$ cat src/rtl/pager_pkg.sv
package pager_pkg;

    localparam int VA_W      = 16;
    localparam int OFF_W     = 12;
    localparam int FRAME_W   = 3;
    localparam int PAGE_W    = VA_W - OFF_W;
    localparam int PA_W      = FRAME_W + OFF_W;
    localparam int NUM_PAGES = 1 << PAGE_W;

    typedef logic [VA_W-1:0]    vaddr_t;
    typedef logic [PA_W-1:0]    paddr_t;
    typedef logic [PAGE_W-1:0]  page_t;
    typedef logic [FRAME_W-1:0] frame_t;
    typedef logic [OFF_W-1:0]   off_t;

    // One table entry
    typedef struct packed {
        logic   present;
        frame_t frame;
    } pte_t;

    // One translation result
    typedef struct packed {
        logic   fault;
        page_t  page;
        paddr_t paddr;
    } xlate_t;

    function automatic page_t page_of(input vaddr_t va);
        return va[VA_W-1:OFF_W];
    endfunction

    function automatic off_t off_of(input vaddr_t va);
        return va[OFF_W-1:0];
    endfunction

    // Frame base plus offset; frame is 4 KB aligned so this is a concatenation
    function automatic paddr_t join_addr(input frame_t f, input off_t o);
        return {f, o};
    endfunction

endpackage

$ cat src/rtl/pager_table.sv
module pager_table
    import pager_pkg::*;
(
    input  logic  clk,
    input  logic  rst,
    input  logic  wr_en,
    input  page_t wr_page,
    input  pte_t  wr_entry,
    input  page_t rd_page,
    output pte_t  rd_entry
);

    pte_t entries [NUM_PAGES];

    for (genvar g = 0; g < NUM_PAGES; g++) begin : g_entry
        always_ff @(posedge clk) begin
            if (rst) begin
                entries[g] <= '0;
            end else if (wr_en && (wr_page == page_t'(g))) begin
                entries[g] <= wr_entry;
            end
        end
    end

    // Read sees the pre-edge content, so a same-cycle write is not visible
    assign rd_entry = entries[rd_page];

endmodule

$ cat src/rtl/pager_core.sv
module pager_core
    import pager_pkg::*;
(
    input  vaddr_t vaddr,
    input  pte_t   entry,
    output xlate_t result
);

    always_comb begin
        result.page = page_of(vaddr);
        if (entry.present) begin
            result.fault = 1'b0;
            result.paddr = join_addr(entry.frame, off_of(vaddr));
        end else begin
            result.fault = 1'b1;
            result.paddr = '0;
        end
    end

endmodule

$ cat src/rtl/pager_resp.sv
module pager_resp
    import pager_pkg::*;
(
    input  logic   clk,
    input  logic   rst,
    input  logic   in_valid,
    input  xlate_t in_result,
    output logic   out_valid,
    output xlate_t out_result
);

    always_ff @(posedge clk) begin
        if (rst) begin
            out_valid  <= 1'b0;
            out_result <= '0;
        end else begin
            out_valid  <= in_valid;
            out_result <= in_valid ? in_result : '0;
        end
    end

endmodule

$ cat src/rtl/pager_xlate.sv
module pager_xlate
    import pager_pkg::*;
(
    input  logic              clk,
    input  logic              rst,
    input  logic              req_valid,
    input  logic [VA_W-1:0]   req_vaddr,
    input  logic              wr_en,
    input  logic [PAGE_W-1:0] wr_page,
    input  logic              wr_present,
    input  logic [FRAME_W-1:0] wr_frame,
    output logic              rsp_valid,
    output logic              rsp_fault,
    output logic [PA_W-1:0]   rsp_paddr,
    output logic [PAGE_W-1:0] rsp_page
);

    pte_t   wr_entry;
    pte_t   rd_entry;
    xlate_t comb_result;
    xlate_t reg_result;

    assign wr_entry.present = wr_present;
    assign wr_entry.frame   = wr_frame;

    pager_table u_table (
        .clk      (clk),
        .rst      (rst),
        .wr_en    (wr_en),
        .wr_page  (wr_page),
        .wr_entry (wr_entry),
        .rd_page  (page_of(req_vaddr)),
        .rd_entry (rd_entry)
    );

    pager_core u_core (
        .vaddr  (req_vaddr),
        .entry  (rd_entry),
        .result (comb_result)
    );

    pager_resp u_resp (
        .clk        (clk),
        .rst        (rst),
        .in_valid   (req_valid),
        .in_result  (comb_result),
        .out_valid  (rsp_valid),
        .out_result (reg_result)
    );

    assign rsp_fault = reg_result.fault;
    assign rsp_paddr = reg_result.paddr;
    assign rsp_page  = reg_result.page;

endmodule

$ cat config.mk
export PLATFORM = sky130hd
export DESIGN_NAME = pager_xlate
export DESIGN_NICKNAME = d
export VERILOG_FILES = /design/src/rtl/pager_pkg.sv /design/src/rtl/pager_table.sv /design/src/rtl/pager_core.sv /design/src/rtl/pager_resp.sv /design/src/rtl/pager_xlate.sv
export SDC_FILE = /design/constraint.sdc
export NUM_CORES = 1
export LEC_CHECK = 0
export BUFFER_PORTS_ARGS = -buffer_cell sky130_fd_sc_hd__buf_4
export CORE_MARGIN = 2
export CORE_UTILIZATION = 57
export DETAILED_ROUTE_END_ITERATION = 8
export GPL_TIMING_DRIVEN = 0
export HOLD_SLACK_MARGIN = 0.06
export PLACE_DENSITY = 0.79
export SLEW_MARGIN = 0
export SYNTH_ARGS = -nofsm -noshare
export SYNTH_HDL_FRONTEND = slang
export SYNTH_SLANG_ARGS = --single-unit
$ cat constraint.sdc
create_clock -name clk -period 1.92 [get_ports clk]
set_clock_uncertainty 0.15 [all_clocks]
set_input_delay 0.096 -clock clk [delete_from_list [all_inputs] [get_ports clk]]
set_output_delay 0.096 -clock clk [all_outputs]
set_load 0.01 [all_outputs]
* Yosys cells after proc, flatten, opt, wreduce, memory -nomap -nowiden
Memories as Yosys holds them, arrays and structs flattened. Cells that the tools add are included.
Cells by class: equal/unequal tests 15, multiplexer cells 67, bitwise operators 18, reductions and logical operators 19
Operators by type and width (number):
- 4-bit 2-to-1 mux | 16
- 1-bit 2-to-1 mux | 51
- 4-bit equality test, second input constant | 8
- 4-bit by 3-bit equality test with 1-bit output, second input constant | 4
- 1-bit logical AND | 16
- 1-bit OR | 16
- 4-bit by 2-bit equality test with 1-bit output, second input constant | 2
- 4-bit by 1-bit equality test with 1-bit output, second input constant | 1
- 4-bit zero test | 1
- 3-bit OR reduction | 1
- 1-bit inverter | 2
- 2-bit OR reduction | 1
Storage, ports and cells: flip-flop bits (word level) 21, bits in writable memories 64, input bits 28, output and inout bits 21, word-level logic and storage cells 124, memories kept 1
Memories:
- u_table.entries | words 16, width 4, rd ports 1, clocked after memory_dff 0, write ports 16, line pager_table.sv:13 | pte_t entries [NUM_PAGES];

* Longest topological paths before layout
Gate-level depths: netlist of the first run.
depth after elaboration 6, gate-level depth with buffers 6, depth with buffers taken out 4

* Hierarchy
From an unflattened synthesis of the first run, not the netlist that was laid out.
Second synthesis, totals: cells, all modules 288, area, all modules 3903.7 µm²
Modules (own cells, without submodules):
- pager_table | instances 1, cells each 221, area each 3116.7 µm², seq. area each 1921.8 µm²
- pager_resp | instances 1, cells each 46, area each 634.4 µm², seq. area each 420.4 µm²
- pager_core | instances 1, cells each 21, area each 152.6 µm², seq. area each 0.0 µm²

* Worst setup path after synthesis of the first run
OpenSTA, ideal clock, no wires.
path type in2reg, start in wr_page[0], end mem u_table.entries[0][0] (netlist bit) (enable), library setup time 0.373 ns, data arrival time 1.129 ns, required time 1.397 ns, slack 0.268 ns, stages 3, path buffers 1, path through or3b_2 -> clkbuf_1 -> o31ai_1
RTL lines:
- start, declared | line pager_xlate.sv:9 | input logic [PAGE_W-1:0] wr_page,
- end, declared | line pager_table.sv:13

* Worst setup path after layout of the first run
start in req_vaddr[12], end reg u_resp.out_result[13] (netlist bit)
Between the ends: longest elaborated chain between the ends 3
Ends and longest elaborated chain:
- start, declared | line pager_xlate.sv:7 | input logic [VA_W-1:0] req_vaddr,
- memory read 16 x 4 bit *
- 1-bit inverter (no line)
- 3-bit OR reduction (no line)
- end signal, assigned | line pager_resp.sv:18 | out_result <= in_valid ? in_result : '0;
- end, declared | line pager_resp.sv:9 | output xlate_t out_result
Every way passes the cells marked *; elsewhere a longest branch is shown, timed or not. A chain may end at the register's enable or synchronous reset.

==> run_results.csv, run 1 <==
group,metric,value,unit
run_status,outcome,"finished with violations",
run_status,violations,"design-rule violations",
route,ant_nets,0,
hold_path,hp-class,"input port to register",
pwr,power.internal,3.26,mW
pwr,power.total,4.15,mW
die,die-width,85.9,um
die,num_rows,29,
clock_tree,cts_root_buf,"clkbuf_8",
route,drt_iter0_markers,189,
synthesis,yosysTopAreaCell,"edfxtp_1",
route,vias,2592,
place,place_ws,-0.114,ns
place,place_hpwl,5.73,mm
timing,slew_violations,0,
worst_setup_path,critPathLaunchType,"input port",
worst_setup_path,cpMaxStageDelayCell,"mux4_1",
hold_path,hold_depth,3,
worst_setup_path,timing.rr.end,"u_resp.out_result[13]$_SDFF_PP0_",
pwr,pwr-share-clk,0.395,
timing,max_freq,536,MHz
synthesis,synth-edff-count,64,
clock_tree,numCtsBuffers,9,
worst_setup_path,path_max_fanout,10,
pwr,switching_power,0.889,mW
cells_and_area,final_cells,437,
pwr,ir_drop,0.000423,V
cells_and_area,drive_gt1_frac,0.242,
worst_setup_path,reg2reg_slack,0.30,ns
worst_setup_path,required,2.02,ns
route,viasPerCell,5.93,
worst_setup_path,cp.buffers_inverters,3,
synthesis,ys_warn_count,0,
global_route,grt_first_pass_wirelength,13.8,mm
route,drt-total-wl,8.73,mm
worst_setup_path,r2r-start,"u_table.entries[2][1]$_SDFFCE_PN0P_",
synthesis,synthesis.area,0.00382,mm2
place,port-buffer-count,44,
global_route,grt_max_degree,15,
global_route,grt-ovfl-total,0,
synthesis,synth_compound_area_frac,0.0760,
pwr,seqPwrFrac,0.508,
route,routedWlPerCell,20.0,um
synthesis,synth.area.mux_share,0.104,
pwr,p_sw_frac,0.214,
timing,rsz0062_at_grt,"no",
timing,worstMarginPinSlew,0.682,ns
clock_tree,clock_sinks,85,
die,io_pins,49,
die,dieArea,0.00737,mm2
clock_tree,htree_levels,3,
route,drc,20,
synthesis,synth.most_common_cell,"and2_1",
worst_setup_path,slowest_delay,0.61,ns
worst_setup_path,r2r_cells,4,
worst_setup_path,cp_data_arrival_time,1.96,ns
route,firstDrtPassIters,7,
global_route,grt_pass1_vias,2614,
place,routabilityCongestion,0.849,
synthesis,async_flop_share,0,
timing,setup-violations-final,0,
worst_setup_path,cpLargestDelayFamily,"buffers and inverters",
pwr,combPwrFrac,0.097,
synthesis,synth_cell_types,30,
synthesis,synth-xor-area-share,0,
timing,fin_crit_sh,0.971,
clock_tree,cts_tree,"done",
hold_path,hold_path_end,"u_resp.out_result[19]$_SDFF_PP0_",
cells_and_area,area_growth_syn_to_layout,24.3,%
synthesis,synth-seq-cells,85,
run,max-cap-violations,0,
pwr,power_density,873,mW/mm2
synthesis,ys_top_cells_by_area,"edfxtp_1, and2_1, dfxtp_1, mux4_1, mux2i_1",
timing,period_needed,1.86,ns
synthesis,synth_top_family_by_area,"simple AND/OR/NAND/NOR gates",
synthesis,syn_nets,306,
die,start_util,0.595,
cells_and_area,layout.nets,382,
synthesis,seq_area_frac_synth,0.613,
synthesis,synth_common_cells,"and2_1, edfxtp_1, dfxtp_1",
worst_setup_path,end_kind,"register",
synthesis,synth_adder_area_share,0,
synthesis,synth_top_area_share,0.503,
global_route,grt_usage,0.254,
synthesis,synth-simple-area-share,0.179,
die,core-area,0.00642,mm2
worst_setup_path,crit_chain,"dlygate4sd3_1, buf_4, buf_6, mux4_1, a22oi_2, and3_1, a21oi_2",
worst_setup_path,crit_type,"input port to register",
clock_tree,clkTransAtPathRegs,0.08,ns
synthesis,synth_flop_cell,"edfxtp_1",
clock_tree,clock_latency,0.36,ns
timing,max_slew_margin,0.541,
timing,finalHoldViolCount,0,
clock_tree,clockBufferDepth,2,
global_route,antenna_found_initial,0,
synthesis,syn_area_per_cell,13.7,um2
die,chipHeight,85.9,um
pwr,p_leak,1.83,nW
timing,worst_slack,0.0554,ns
place,dp_cells,399,
hold_path,worstHoldStart,"req_valid",
synthesis,synth_cells,278,
flip-flops by register name, summed over array words and instances (netlist names):
name and flops:
u_table.entries 64, u_resp.out_result 20, u_resp.out_valid 1
cell type report:
type | instances | area (um2)
Antenna cell | 1 | 2.50
Buffer | 16 | 98.8
Clock buffer | 9 | 124
Clock inverter | 7 | 138
Fill cell | 378 | 1670
Inverter | 2 | 7.51
Multi-Input combinational cell | 175 | 1400
Sequential cell | 85 | 2340
Tap cell | 77 | 96.3
Timing Repair Buffer | 65 | 541
cells in the final DEF, fill, tap and decap left out, drive strengths merged, types with 8 or more instances in the layout:
cell type | netlist | final
a21boi | 12 | 12
and2 | 69 | 69
buf | 7 | 51
clkbuf | 9 | 18
dfxtp | 21 | 21
dlygate4sd3 | 0 | 21
edfxtp | 64 | 64
mux2i | 8 | 8
mux4 | 12 | 12
nand3 | 8 | 8
nor2 | 18 | 18
o21ai | 12 | 12
through the flow:
stage,hold WS (ns),setup TNS [ns],cell area [um2],utilization
2_1_floorplan,0.0751,0,3820,-
3_3_place_gp,0.181,-0.511,4250,0.661
3_5_place_dp,0.181,-1.12,4250,0.661
4_1_cts,0.0744,0,4720,0.735
5_1_grt,0.112,0,4750,0.739
6_report,0.108,0,4750,0.740
how the worst max path moves through the flow:
stage | start | slack [ns] | to | depth (start not counted)
3_5_place_dp | wr_page[0] | -0.11 | u_table.entries[0][1]$_SDFFCE_PN0P_ | 4
5_1_grt | req_vaddr[12] | 0.001 | u_resp.out_result[14]$_SDFF_PP0_ | 7
2_1_floorplan | wr_page[0] | 0.27 | u_table.entries[0][0]$_SDFFCE_PN0P_ | 3
4_1_cts | req_vaddr[13] | 0.02 | u_resp.out_result[6]$_SDFF_PP0_ | 8
6_report | req_vaddr[12] | 0.06 | u_resp.out_result[13]$_SDFF_PP0_ | 7
3_3_place_gp | wr_page[0] | -0.06 | u_table.entries[12][1]$_SDFFCE_PN0P_ | 4
worst reg2reg max path: stages, from the launching register on:
cell and delay (ns):
edfxtp_1 0.41, mux4_1 0.55, a22oi_2 0.16, and3_1 0.21, a21oi_2 0.03
metal layers:
metal,vias up,GRT usage,wire [um]
met3,15,0.0423,590
met4,0,0.104,164
li1,1166,-,-
met5,-,0.0420,0
met2,124,0.420,4350
met1,1287,0.334,3620
cells by family after synthesis:
kind of cell	after synthesis
simple gates	117
compound gates	38
buf+inv	18
flops	85
mux	20
what timing repair did:
action / in CTS / in global routing
resized for setup: 0 / 5
buffers inserted: 0 / 0
hold endpoints to repair: 42 / 0
hold buffers: 21 / 0
setup endpoints to repair: 0 / 13
power groups by stage:
stage	combinational [mW]	sequential (mW)	clock [mW]
floorplan	0.202	2.14	0
global placement	0.345	2.14	0
detailed placement	0.352	2.15	0
CTS	0.390	2.11	1.63
global route	0.433	2.12	1.70
finish	0.404	2.11	1.64
No activity file was read; power rests on OpenSTA's default activity.
==> run 2, diff against run 1 <==
--- a/config.mk
+++ b/config.mk
@@ -9,3 +9,3 @@
 export CORE_MARGIN = 2
-export CORE_UTILIZATION = 57
+export CORE_UTILIZATION = 62
 export DETAILED_ROUTE_END_ITERATION = 8
@@ -13,3 +13,3 @@
 export HOLD_SLACK_MARGIN = 0.06
-export PLACE_DENSITY = 0.79
+export PLACE_DENSITY = 0.85
 export SLEW_MARGIN = 0
==> constraint.sdc (replaced) <==
create_clock -name clk -period 2.35 [get_ports clk]
set_clock_uncertainty 0.15 [all_clocks]
set_input_delay 0.1175 -clock clk [delete_from_list [all_inputs] [get_ports clk]]
set_output_delay 0.1175 -clock clk [all_outputs]
set_load 0.05 [all_outputs]
==> run 2 against run 1 <==
Net effect: the flow now finishes without violations; combinational power shrank 8.4%; flip-flop and latch count is the same; worst setup slack gained 0.30 ns; largest cell class unchanged; non-clock buffer count is the same; critical path depth shrank 2; via count shrank 2.1%; critical endpoint is now u_table.entries[15][0]$_SDFFCE_PN0P_; register-to-register slack gained 0.40 ns; global-route usage grew 2.2 points; worst hold slack lost 0.013 ns.
==> run_results.csv, run 2 (synthesis results as in run 1) <==
group,metric,value,unit
run_status,outcome,"finished, final reports clean",
global_route,grt_max_degree,15,
die,start_util,0.645,
route,drt-total-wl,8.60,mm
die,chipHeight,82.5,um
worst_setup_path,critPathLaunchType,"input port",
route,met2_length,4.31,mm
place,dp_cells,397,
die,dieArea,0.00680,mm2
clock_tree,numCtsBuffers,9,
worst_setup_path,cpMaxStageDelayCell,"dlygate4sd3_1",
timing,rsz0062_at_grt,"no",
global_route,grt_usage,0.276,
timing,max_slew_margin,0.495,
worst_setup_path,crit_chain,"dlygate4sd3_1, buf_4, inv_1, clkbuf_1, o21ai_0",
worst_setup_path,end_kind,"register",
clock_tree,cts_tree,"done",
timing,period_needed,1.99,ns
place,port-buffer-count,44,
cells_and_area,layout.nets,382,
place,place_hpwl,5.72,mm
die,die-width,82.5,um
pwr,power_density,661,mW/mm2
timing,fin_crit_sh,0.848,
clock_tree,clock_latency,0.36,ns
cells_and_area,area_growth_syn_to_layout,21.5,%
timing,worstMarginPinSlew,0.749,ns
global_route,grt_first_pass_wirelength,13.1,mm
die,io_pins,49,
timing,slew_violations,0,
clock_tree,postCtsSetupRepairBufs,0,
timing,tns,0,ns
cells_and_area,final_cells,434,
cells_and_area,reg_top3,"u_table.entries: 64 flops, u_resp.out_result: 20 flops, u_resp.out_valid: 1 flops",
die,num_rows,28,
timing,finalHoldViolCount,0,
timing,max_freq,502,MHz
global_route,grt-ovfl-total,0,
cells_and_area,fin_util,0.784,
clock_tree,htree_levels,3,
route,wl_met1,3.36,mm
clock_tree,cts_root_buf,"clkbuf_8",
pwr,p_leak,1.79,nW
run,max-cap-violations,0,
cells_and_area,top_register,"u_table.entries",
die,core-area,0.00592,mm2
cells_and_area,layout_commonest_cell,"and2_1",
cells_and_area,largest_reg_flops,64,
global_route,antenna_found_initial,0,
clock_tree,clkTransAtPathRegs,0.08,ns
pwr,power.total,3.07,mW
pwr,ir_drop,0.000433,V
route,routed.top_layer,"met4",
route,vias,2538,
clock_tree,clock_sinks,85,
worst_setup_path,path_max_fanout,10,
route,firstDrtPassIters,5,
route,ant_nets,0,
worst_setup_path,slowest_delay,0.54,ns
cells_and_area,layout_common_cells,"and2_1, edfxtp_1, buf_4",
place,routabilityCongestion,0.873,
hold_path,hp-class,"input port to register",
worst_setup_path,required,2.22,ns
timing,setup-violations-final,0,
worst_setup_path,crit_type,"input port to register",
clock_tree,clockBufferDepth,2,
route,viasPerCell,5.85,
cells_and_area,drive_gt1_frac,0.231,
route,drc,0,
timing,whs,0.0954,ns
route,wl_met3,726,um
route,drt_iter0_markers,224,
route,routedWlPerCell,19.8,um
worst_setup_path,cp_data_arrival_time,1.87,ns
global_route,grt_pass1_vias,2537,
cells_and_area,num_antenna_cells,0,
## run 2: stage by stage
stage	area, um2	setup WS (ns)
6_report	4640	0.357
5_1_grt	4640	0.233
4_1_cts	4640	0.377
3_5_place_dp	4240	0.257
3_3_place_gp	4240	0.360
2_1_floorplan	3820	0.677
## run 2: critical path, delay by kind of cell
kind | cells | cell delay, ns
compound gates | 1 | 0.39
buf+inv | 4 | 1.36
## run 2: final timing paths
kind	to	from	slack [ns]	depth (start not counted)
setup / recovery	u_table.entries[15][0]$_SDFFCE_PN0P_	rst	0.36	5
hold / removal	u_resp.out_result[19]$_SDFF_PP0_	req_valid	0.1	3
setup reg to reg	u_resp.out_result[12]$_SDFF_PP0_	u_table.entries[1][0]$_SDFFCE_PN0P_	0.70	4
hold reg to reg	u_resp.out_result[19]$_SDFF_PP0_	u_table.entries[14][3]$_SDFFCE_PN0P_	0.68	4
## run 2: area by class of cell
class                   count  area [um2]
well taps                  75        93.8
fillers                   325        1280
flip-flops and latches     85        2340
plain buffers              16        98.8
multi-input cells         175        1370
repair buffers             65         541
clock inverters             5        32.5
clock buffers              11         153
inverters                   2        7.51
## run 2: timing repair
item / CTS / global route
gates resized for setup: 0 / 0
hold buffers: 21 / 0
endpoints found under the hold margin: 42 / 0
setup endpoints to repair: 0 / 0
## run 2: metal layers
metal	GRT usage	up-vias
met5	0	-
met2	0.461	129
met4	0.120	0
met3	0.0511	18
met1	0.356	1224
li1	-	1167
## run 2: power by group
group,total [mW],switching (mW),internal (mW)
clock network,0.973,0.526,0.447
registers,1.72,0.0278,1.69
logic,0.370,0.213,0.157
